## src/rtl/tdm_seq_pkg.sv

```systemverilog
package tdm_seq_pkg;
  typedef enum logic [1:0] {
    MODE_SPLIT64 = 2'b00,
    MODE_DUAL    = 2'b01,
    MODE_RSV2    = 2'b10,
    MODE_RSV3    = 2'b11
  } seq_mode_e;
endpackage

```

## src/rtl/tdm_dir_seq.sv

```systemverilog
module tdm_dir_seq
  import tdm_seq_pkg::*;
#(
  parameter int PTR_W       = 5,
  parameter int ENTRY_SHIFT = 2,
  parameter int ADDR_W      = PTR_W + ENTRY_SHIFT + 2,
  parameter logic [ADDR_W-1:0] BASE = '0
) (
  input  logic              clk_i,
  input  logic              rst_ni,
  input  logic              srst_i,
  input  logic [1:0]        mode_i,
  input  logic              sync_i,
  input  logic              done_i,
  input  logic              last_i,
  input  logic              sw_i,
  output logic [ADDR_W-1:0] addr_o,
  output logic              bank_o,
  output logic [1:0]        valid_o,
  output logic [PTR_W-1:0]  ptr_a_o,
  output logic [PTR_W-1:0]  ptr_b_o
);
  logic             act_q, bank_q, pend_q;
  logic [PTR_W-1:0] ptr_a_q, ptr_b_q, cur_ptr;
  logic             dual, step, wrap, flip;

  assign dual    = (seq_mode_e'(mode_i) == MODE_DUAL);
  assign cur_ptr = bank_q ? ptr_b_q : ptr_a_q;
  assign step    = act_q && done_i && !sync_i;
  assign wrap    = step && last_i;
  assign flip    = wrap && (dual ? pend_q : 1'b1);

  always_ff @(posedge clk_i or negedge rst_ni) begin
    if (!rst_ni) begin
      act_q   <= 1'b0;
      bank_q  <= 1'b0;
      pend_q  <= 1'b0;
      ptr_a_q <= '0;
      ptr_b_q <= '0;
    end else if (srst_i) begin
      act_q   <= 1'b0;
      bank_q  <= 1'b0;
      pend_q  <= 1'b0;
      ptr_a_q <= '0;
      ptr_b_q <= '0;
    end else begin
      pend_q <= (pend_q && !(flip && dual)) || (sw_i && dual);
      if (sync_i) begin
        act_q   <= 1'b1;
        ptr_a_q <= '0;
        ptr_b_q <= '0;
      end else if (step) begin
        if (last_i) begin
          ptr_a_q <= '0;
          ptr_b_q <= '0;
          bank_q  <= bank_q ^ flip;
        end else if (bank_q) begin
          ptr_a_q <= '0;
          ptr_b_q <= ptr_b_q + 1'b1;
        end else begin
          ptr_a_q <= ptr_a_q + 1'b1;
          ptr_b_q <= '0;
        end
      end
    end
  end

  assign addr_o  = BASE + ADDR_W'({bank_q, cur_ptr, {ENTRY_SHIFT{1'b0}}});
  assign bank_o  = bank_q;
  assign valid_o = {act_q && bank_q, act_q && !bank_q};
  assign ptr_a_o = ptr_a_q;
  assign ptr_b_o = ptr_b_q;

  AST_PTR_ADVANCE: assert property (@(posedge clk_i) disable iff (!rst_ni)
    (step && !last_i && !srst_i) |=>
      ((cur_ptr - $past(cur_ptr)) == PTR_W'(1)) && $stable(bank_q));
  AST_WRAP_ON_LAST: assert property (@(posedge clk_i) disable iff (!rst_ni)
    (wrap && !srst_i) |=> (ptr_a_q == '0) && (ptr_b_q == '0));
  AST_IDLE_PTR_ZERO: assert property (@(posedge clk_i) disable iff (!rst_ni)
    (bank_q ? ptr_a_q : ptr_b_q) == '0);
  AST_DUAL_BANK_HOLD: assert property (@(posedge clk_i) disable iff (!rst_ni)
    (dual && !srst_i && !(wrap && pend_q)) |=> $stable(bank_q));
endmodule

```

## src/rtl/tdm_status_word.sv

```systemverilog
module tdm_status_word #(
  parameter int PTR_W  = 5,
  parameter int BYTE_W = 8
) (
  input  logic [1:0]         rx_valid_i,
  input  logic [1:0]         tx_valid_i,
  input  logic [PTR_W-1:0]   rx_ptr_a_i,
  input  logic [PTR_W-1:0]   rx_ptr_b_i,
  input  logic [PTR_W-1:0]   tx_ptr_a_i,
  input  logic [PTR_W-1:0]   tx_ptr_b_i,
  output logic [4*BYTE_W-1:0] word_o
);
  localparam int PAD_W = BYTE_W - 1 - PTR_W;

  // byte order MSB first: tx-b, rx-b, tx-a, rx-a
  assign word_o = {{PAD_W{1'b0}}, tx_valid_i[1], tx_ptr_b_i,
                   {PAD_W{1'b0}}, rx_valid_i[1], rx_ptr_b_i,
                   {PAD_W{1'b0}}, tx_valid_i[0], tx_ptr_a_i,
                   {PAD_W{1'b0}}, rx_valid_i[0], rx_ptr_a_i};
endmodule

```

## src/rtl/tdm_entry_seq.sv

```systemverilog
module tdm_entry_seq #(
  parameter int PTR_W       = 5,
  parameter int ENTRY_SHIFT = 2,
  parameter int ADDR_W      = PTR_W + ENTRY_SHIFT + 2,
  parameter int STAT_W      = 32
) (
  input  logic              clk_i,
  input  logic              rst_ni,
  input  logic              soft_rst_i,
  input  logic [1:0]        mode_i,
  input  logic              frame_sync_i,
  input  logic              bank_sw_i,
  input  logic              rx_done_i,
  input  logic              rx_last_i,
  input  logic              tx_done_i,
  input  logic              tx_last_i,
  output logic [ADDR_W-1:0] rx_addr_o,
  output logic [ADDR_W-1:0] tx_addr_o,
  output logic              rx_bank_o,
  output logic              tx_bank_o,
  output logic [STAT_W-1:0] status_o
);
  localparam int NDIR = 2;  // 0 receive, 1 transmit

  logic [NDIR-1:0]   done_v, last_v, bank_v;
  logic [ADDR_W-1:0] addr_w  [NDIR];
  logic [1:0]        valid_w [NDIR];
  logic [PTR_W-1:0]  ptra_w  [NDIR];
  logic [PTR_W-1:0]  ptrb_w  [NDIR];

  assign done_v = {tx_done_i, rx_done_i};
  assign last_v = {tx_last_i, rx_last_i};

  for (genvar g = 0; g < NDIR; g++) begin : g_dir
    tdm_dir_seq #(
      .PTR_W      (PTR_W),
      .ENTRY_SHIFT(ENTRY_SHIFT),
      .ADDR_W     (ADDR_W),
      .BASE       (ADDR_W'(g) << (ADDR_W - 1))
    ) u_seq (
      .clk_i  (clk_i),
      .rst_ni (rst_ni),
      .srst_i (soft_rst_i),
      .mode_i (mode_i),
      .sync_i (frame_sync_i),
      .done_i (done_v[g]),
      .last_i (last_v[g]),
      .sw_i   (bank_sw_i),
      .addr_o (addr_w[g]),
      .bank_o (bank_v[g]),
      .valid_o(valid_w[g]),
      .ptr_a_o(ptra_w[g]),
      .ptr_b_o(ptrb_w[g])
    );
  end

  tdm_status_word #(.PTR_W(PTR_W), .BYTE_W(STAT_W / 4)) u_stat (
    .rx_valid_i(valid_w[0]),
    .tx_valid_i(valid_w[1]),
    .rx_ptr_a_i(ptra_w[0]),
    .rx_ptr_b_i(ptrb_w[0]),
    .tx_ptr_a_i(ptra_w[1]),
    .tx_ptr_b_i(ptrb_w[1]),
    .word_o    (status_o)
  );

  assign rx_addr_o = addr_w[0];
  assign tx_addr_o = addr_w[1];
  assign rx_bank_o = bank_v[0];
  assign tx_bank_o = bank_v[1];

  AST_SRST_CLEARS: assert property (@(posedge clk_i) disable iff (!rst_ni)
    soft_rst_i |=> (status_o == '0) && !rx_bank_o && !tx_bank_o);
  AST_BANK_AGREES: assert property (@(posedge clk_i) disable iff (!rst_ni)
    (!status_o[21] || rx_bank_o) && (!status_o[5] || !rx_bank_o) &&
    (!status_o[29] || tx_bank_o) && (!status_o[13] || !tx_bank_o));
  AST_VALID_ONE: assert property (@(posedge clk_i) disable iff (!rst_ni)
    $onehot0({status_o[21], status_o[5]}) && $onehot0({status_o[29], status_o[13]}));
endmodule

```

## config.mk

```make
export PLATFORM = sky130hd
export DESIGN_NAME = tdm_entry_seq
export DESIGN_NICKNAME = d
export VERILOG_FILES = /design/src/rtl/tdm_seq_pkg.sv /design/src/rtl/tdm_dir_seq.sv /design/src/rtl/tdm_status_word.sv /design/src/rtl/tdm_entry_seq.sv
export SDC_FILE = /design/constraint.sdc
export NUM_CORES = 1
export LEC_CHECK = 0
export ABC_AREA = 0
export BUFFER_PORTS_ARGS = -buffer_cell sky130_fd_sc_hd__buf_2
export CAP_MARGIN = 20
export CORE_MARGIN = 3
export CORE_UTILIZATION = 45
export DETAILED_ROUTE_END_ITERATION = 7
export PLACE_DENSITY = 0.8
export REMOVE_ABC_BUFFERS = 1
export SETUP_SLACK_MARGIN = 0.15
export SYNTH_ARGS = -nofsm -noshare
export SYNTH_HDL_FRONTEND = slang
export SYNTH_HIERARCHICAL = 1
export SYNTH_SLANG_ARGS = --single-unit
```

## constraint.sdc

```tcl
create_clock -name clk_i -period 2.7 [get_ports clk_i]
set_input_delay 0.27 -clock clk_i [delete_from_list [all_inputs] [get_ports clk_i]]
set_output_delay 0.27 -clock clk_i [all_outputs]
set_load 0.02 [all_outputs]
```

-- After elaboration in Yosys (flattened, before gate mapping)
Cells that the tools add are included.
- add/sub/neg operators: 5
- equal/unequal tests: 2
- muxes and demuxes: 36
- bitwise operators: 2
- reduce and logical (&&, ||, !) cells: 33
- operators by type and width (operator ; count):
    $mux W5 ; 22
    $add A5 B1 Y5 const B ; 4
    $logic_and A1 B1 Y1 ; 17
    $mux W1 ; 14
    $reduce_bool A2 Y1 ; 5
    $add A9 B8 Y9 const A ; 1
    $reduce_and A3 Y1 ; 2
    $reduce_bool A3 Y1 ; 2
    $logic_not A1 Y1 ; 5
    $eq A2 B1 Y1 const B ; 1
    $logic_or A1 B1 Y1 ; 2
    $ne A2 B2 Y1 const B ; 1
    $xor A1 B1 Y1 ; 2
- bits in registers: 25
- bits of input ports: 11
- output and inout port bits: 52
- word-level logic and storage cells: 87

-- Logic depth before layout (Yosys ltp)
- depth after elaboration: 9
- depth in mapped cells: 4
- mapped depth without buffers: 4

-- Cells and area by module
Netlist, hierarchy kept.
- modules (own cells, without submodules) (module ; instances ; cells an instance ; area each (um^2) ; seq. area each (um^2)):
    tdm_dir_seq at g_dir[1].u_seq ; 1 ; 80 ; 788.3 ; 325.3
    tdm_dir_seq at g_dir[0].u_seq ; 1 ; 79 ; 784.5 ; 325.3
    tdm_status_word ; 1 ; 33 ; 244.0 ; 0.0

-- Least setup slack after synthesis
Ideal clock, no wire load.
- path type: reg-to-output
- from: register g_dir[0].u_seq.bank_q
- to: output rx_addr_o[2]
- arrival time: 1.158 ns
- data required time: 2.430 ns
- setup slack: 1.272 ns
- stages on the path, launching flop included: 3
- buffers on the path: 1
- path through: dfrtp_1 -> buf_2 -> mux2_2
- cells in the longest elaborated chain, start to end: 1
- ends and longest elaborated chain (item ; RTL line ; RTL):
    from (decl) ; tdm_dir_seq.sv:23 ; logic act_q, bank_q, pend_q;
    from (signal assigned) ; tdm_dir_seq.sv:56 ; bank_q <= bank_q ^ flip;
    $mux W5 ; tdm_dir_seq.sv:28 ; assign cur_ptr = bank_q ? ptr_b_q : ptr_a_q;
    to (decl) ; tdm_entry_seq.sv:17 ; output logic [ADDR_W-1:0] rx_addr_o,
No other way between the ends.

-- Worst setup path in the final report
Same ends and word-level chain as after synthesis.

==> impl_results.md <==
* Total chip power at 0.000706 W
* Final min period at 1.73 ns
* Final worst clock skew at 0.00191 ns
* Worst-case reg-to-reg path depth at 3
* Unrepaired setup endpoints after global routing: no
* Setup crit start: g_dir[0].u_seq/bank_o$_DFFE_PN0P_
* Setup CP Type: flop to output port
* PwrDens at 380 mW/mm^2
* # H-tree levels at 1
* CTS sink count at 26
* GPL Wtd Cong at 0.788
* Synthesis-to-layout area growth at 2.41%
* Measured slew at the worst slew-check pin at 0.569 ns
* Clock Path Buffers at 2
* Post-Synth Simple-Gate Area at 0.175
* Nets at 224
* Post-Synthesis Cell Area at 0.00182 sq mm
* Setup bufs post-CTS at 0
* Mean Syn Cell Area at 9.46 sq um
* Pin count of the biggest net entering global routing at 27
* Crit Path Max Fanout at 14
* Leak pwr at 0.940 nW
* IR drop worst, VDD at 0.000207 V
* Slowest CP cell: dfrtp_1
* Sequential area share after synthesis at 0.358
* Failing checks: negative hold slack
* Worst setup margin at 0.974 ns
* Top post-synthesis cells by count: buf_4 (42), dfrtp_1 (26), o21ai_0 (16)
* Max-slew violation total from the final report at 0
* Period utilisation layout at 0.639
* Top cell type's share of synthesized area at 0.358
* CP Cell Sequence: mux2_2 -> buf_2
* Synth Area in Adders at 0.0275
* YS warnings at 6
* Vias in the first global route at 1208
* Largest family of logic cells by synthesized area: buffers and inverters
* Max_slew headroom at 0.621
* DIE AREA at 0.00484 sq mm
* Synth Area in XOR/XNOR at 0.0289
* Chip Width at 69.5 um
* Worst EP required at 2.43 ns
* Cell with the most instances after synthesis: buf_4
* Final wirelength at 3400 um
* Final ANT Viol Nets at 0
* Die Ht at 69.5 um
* Run status: complete, but fails checks
* Setup WS pre-CTS at 1.24 ns
* Longest individual stage delay on the worst path at 0.64 ns
* Share of cells above drive strength 1 at 0.324
* Setup TNS at 0 ns
* Final setup vio count at 0
* IO buf count at 48
* CTS clk-pin slew, worst paths at 0.08 ns
* Reg2reg setup slack at 1.31 ns
* Initial antenna violation count at 0
* Standard-cell rows at 22
* Synth Flop Type: dfrtp_1
* CP Capture Type: output port
* Element type at the critical path start: flop
* Starting density of the core at 0.482
* R2R Path Start: g_dir[1].u_seq/bank_o$_DFFE_PN0P_
* Drt first-iter violations at 63
* Worst hold slack at -0.0118 ns
* All-Layer GR Usage at 0.144
* Worst-Skew Late Latency at 0.26 ns
* Hold Crit Class: input pin to asynchronous set/reset pin
* Drt wl/cell at 13.3 um
* Post-synthesis sequential element count at 26
* FF-to-FF End: g_dir[1].u_seq/ptr_a_o[3]$_DFFE_PN0P_
* First drt pass iteration count at 4
* HPWL after detailed placement at 2560 um
* CP Capture Point: rx_addr_o[2]
* Main area contributors after synthesis: dfrtp_1 (36%), buf_4 (17%), mux2_2 (6.2%), o21ai_0 (4.4%), xor2_1 (2.9%)
* Compound-Gate Fraction of Synth Area at 0.132
* Top-level I/O count at 63
* Vias at 1302
* Max Fclk at 579 MHz
* PostCTS Resize Cnt at 0
* CTS tree: yes
* N_diodes at 0
* Number of cells produced by synthesis at 192
* Final Hold Vio Count at 20
* GRT overflow at 0
* Clock tree root buffer cell: clkbuf_8
* Core Region at 0.00377 sq mm
* Number of flops mapped to enable cells by yosys at 0
* Synth cell types at 31
* First-pass GRT wire length at 5800 um
* Arrival @ worst endpoint at 1.46 ns
* Total of max-cap violations at 0
* Mux cell area share after synthesis at 0.0730
* Hold_buf cts at 0
* DRC at 0
* Async set-reset flop share out of synthesis at 1.00
* CTS Buf Count at 3
* Post-synth top area cell: dfrtp_1
* Vias per cell at 5.11
kinds of logic after synthesis:
logic type | after synthesis
XOR/XNOR | 6
AO/OA/AOI/OAI | 34
multiplexers | 12
buffers and inverters | 52
flip-flops | 26
adder cells (fa/ha/maj) | 4
AND/OR/NAND/NOR | 54
other | 4
cells in the final DEF (no fill, tap or decap):
cell and count:
a41o_1 2, nor3_1 2, nand4_1 4, mux2i_1 2, nor4_4 2, nor2_1 6
inv_1 6, and3_1 2, a22o_1 4, o21ai_0 16, nor3b_1 2, a31o_2 2
and2_1 2, conb_1 14, nand3b_1 2, a211oi_4 2, ha_1 4, o2bb2ai_1 2
nand3_1 10, dfrtp_1 26, xor2_1 6, a21oi_1 6, mux2_2 10, clkbuf_8 3
nand4b_1 2, or3_1 2, buf_2 48, nor2b_1 2, nand2_1 12, nand2b_1 4
stage by stage:
step           cell area [sq um]  std cells  hold WS (ns)  utilization
6_report                    1860        255       -0.0118        0.493
5_1_grt                     1860        255        0.0343        0.493
4_1_cts                     1860        255       0.00937        0.493
3_5_place_dp                1820        252         0.298        0.482
3_3_place_gp                1820        252         0.298        0.482
2_1_floorplan               1520        156       -0.0256            -
critical path: cells and delay by family (launching register included):
| family | cells | cell delay [ns] |
|---|---|---|
| multiplexers | 1 | 0.40 |
| flip-flops | 1 | 0.64 |
| buffers and inverters | 1 | 0.16 |
flip-flops by register name, indices dropped and copies added, names as in the netlist:
signal,cells
g_dir.u_seq/ptr_a_o,10
g_dir.u_seq/ptr_b_o,10
g_dir.u_seq/act_q,2
g_dir.u_seq/bank_o,2
g_dir.u_seq/pend_q,2
report_power, final:
| part | switching [W] | internal [W] | leakage (nW) | total (W) |
|---|---|---|---|---|
| Sequential | 0.0000109 | 0.000394 | 0.359 | 0.000405 |
| Clock | 0.000113 | 0.0000997 | 0.0216 | 0.000213 |
| Combinational | 0.0000633 | 0.0000254 | 0.560 | 0.0000887 |
| Total | 0.000188 | 0.000519 | 0.940 | 0.000706 |
worst min-delay path by stage:
stage	endpoint	slack [ns]
6_report	g_dir[1].u_seq/ptr_a_o[1]$_DFFE_PN0P_	-0.01
5_1_grt	g_dir[1].u_seq/ptr_a_o[1]$_DFFE_PN0P_	0.03
4_1_cts	g_dir[1].u_seq/ptr_a_o[1]$_DFFE_PN0P_	0.009
3_5_place_dp	g_dir[1].u_seq/ptr_a_o[1]$_DFFE_PN0P_	0.30
3_3_place_gp	g_dir[1].u_seq/ptr_a_o[1]$_DFFE_PN0P_	0.30
2_1_floorplan	g_dir[0].u_seq/act_q$_DFFE_PN0P_	-0.03
layout make-up:
class | count | area, sq um
multi-input cells | 124 | 846
clock buffers | 3 | 41.3
well taps | 48 | 60.1
flip-flops and latches | 26 | 651
inverters | 6 | 22.5
fillers | 350 | 1910
repair buffers | 48 | 240
layer usage:
layer / global-route usage / up-vias / share of wire
met5: 0 / - / 0
met4: 0.0456 / 0 / 0.011
met2: 0.230 / 28 / 0.50
li1: - / 643 / -
met3: 0.0232 / 4 / 0.034
met1: 0.199 / 627 / 0.46
Power figures use the tool's default switching activity.
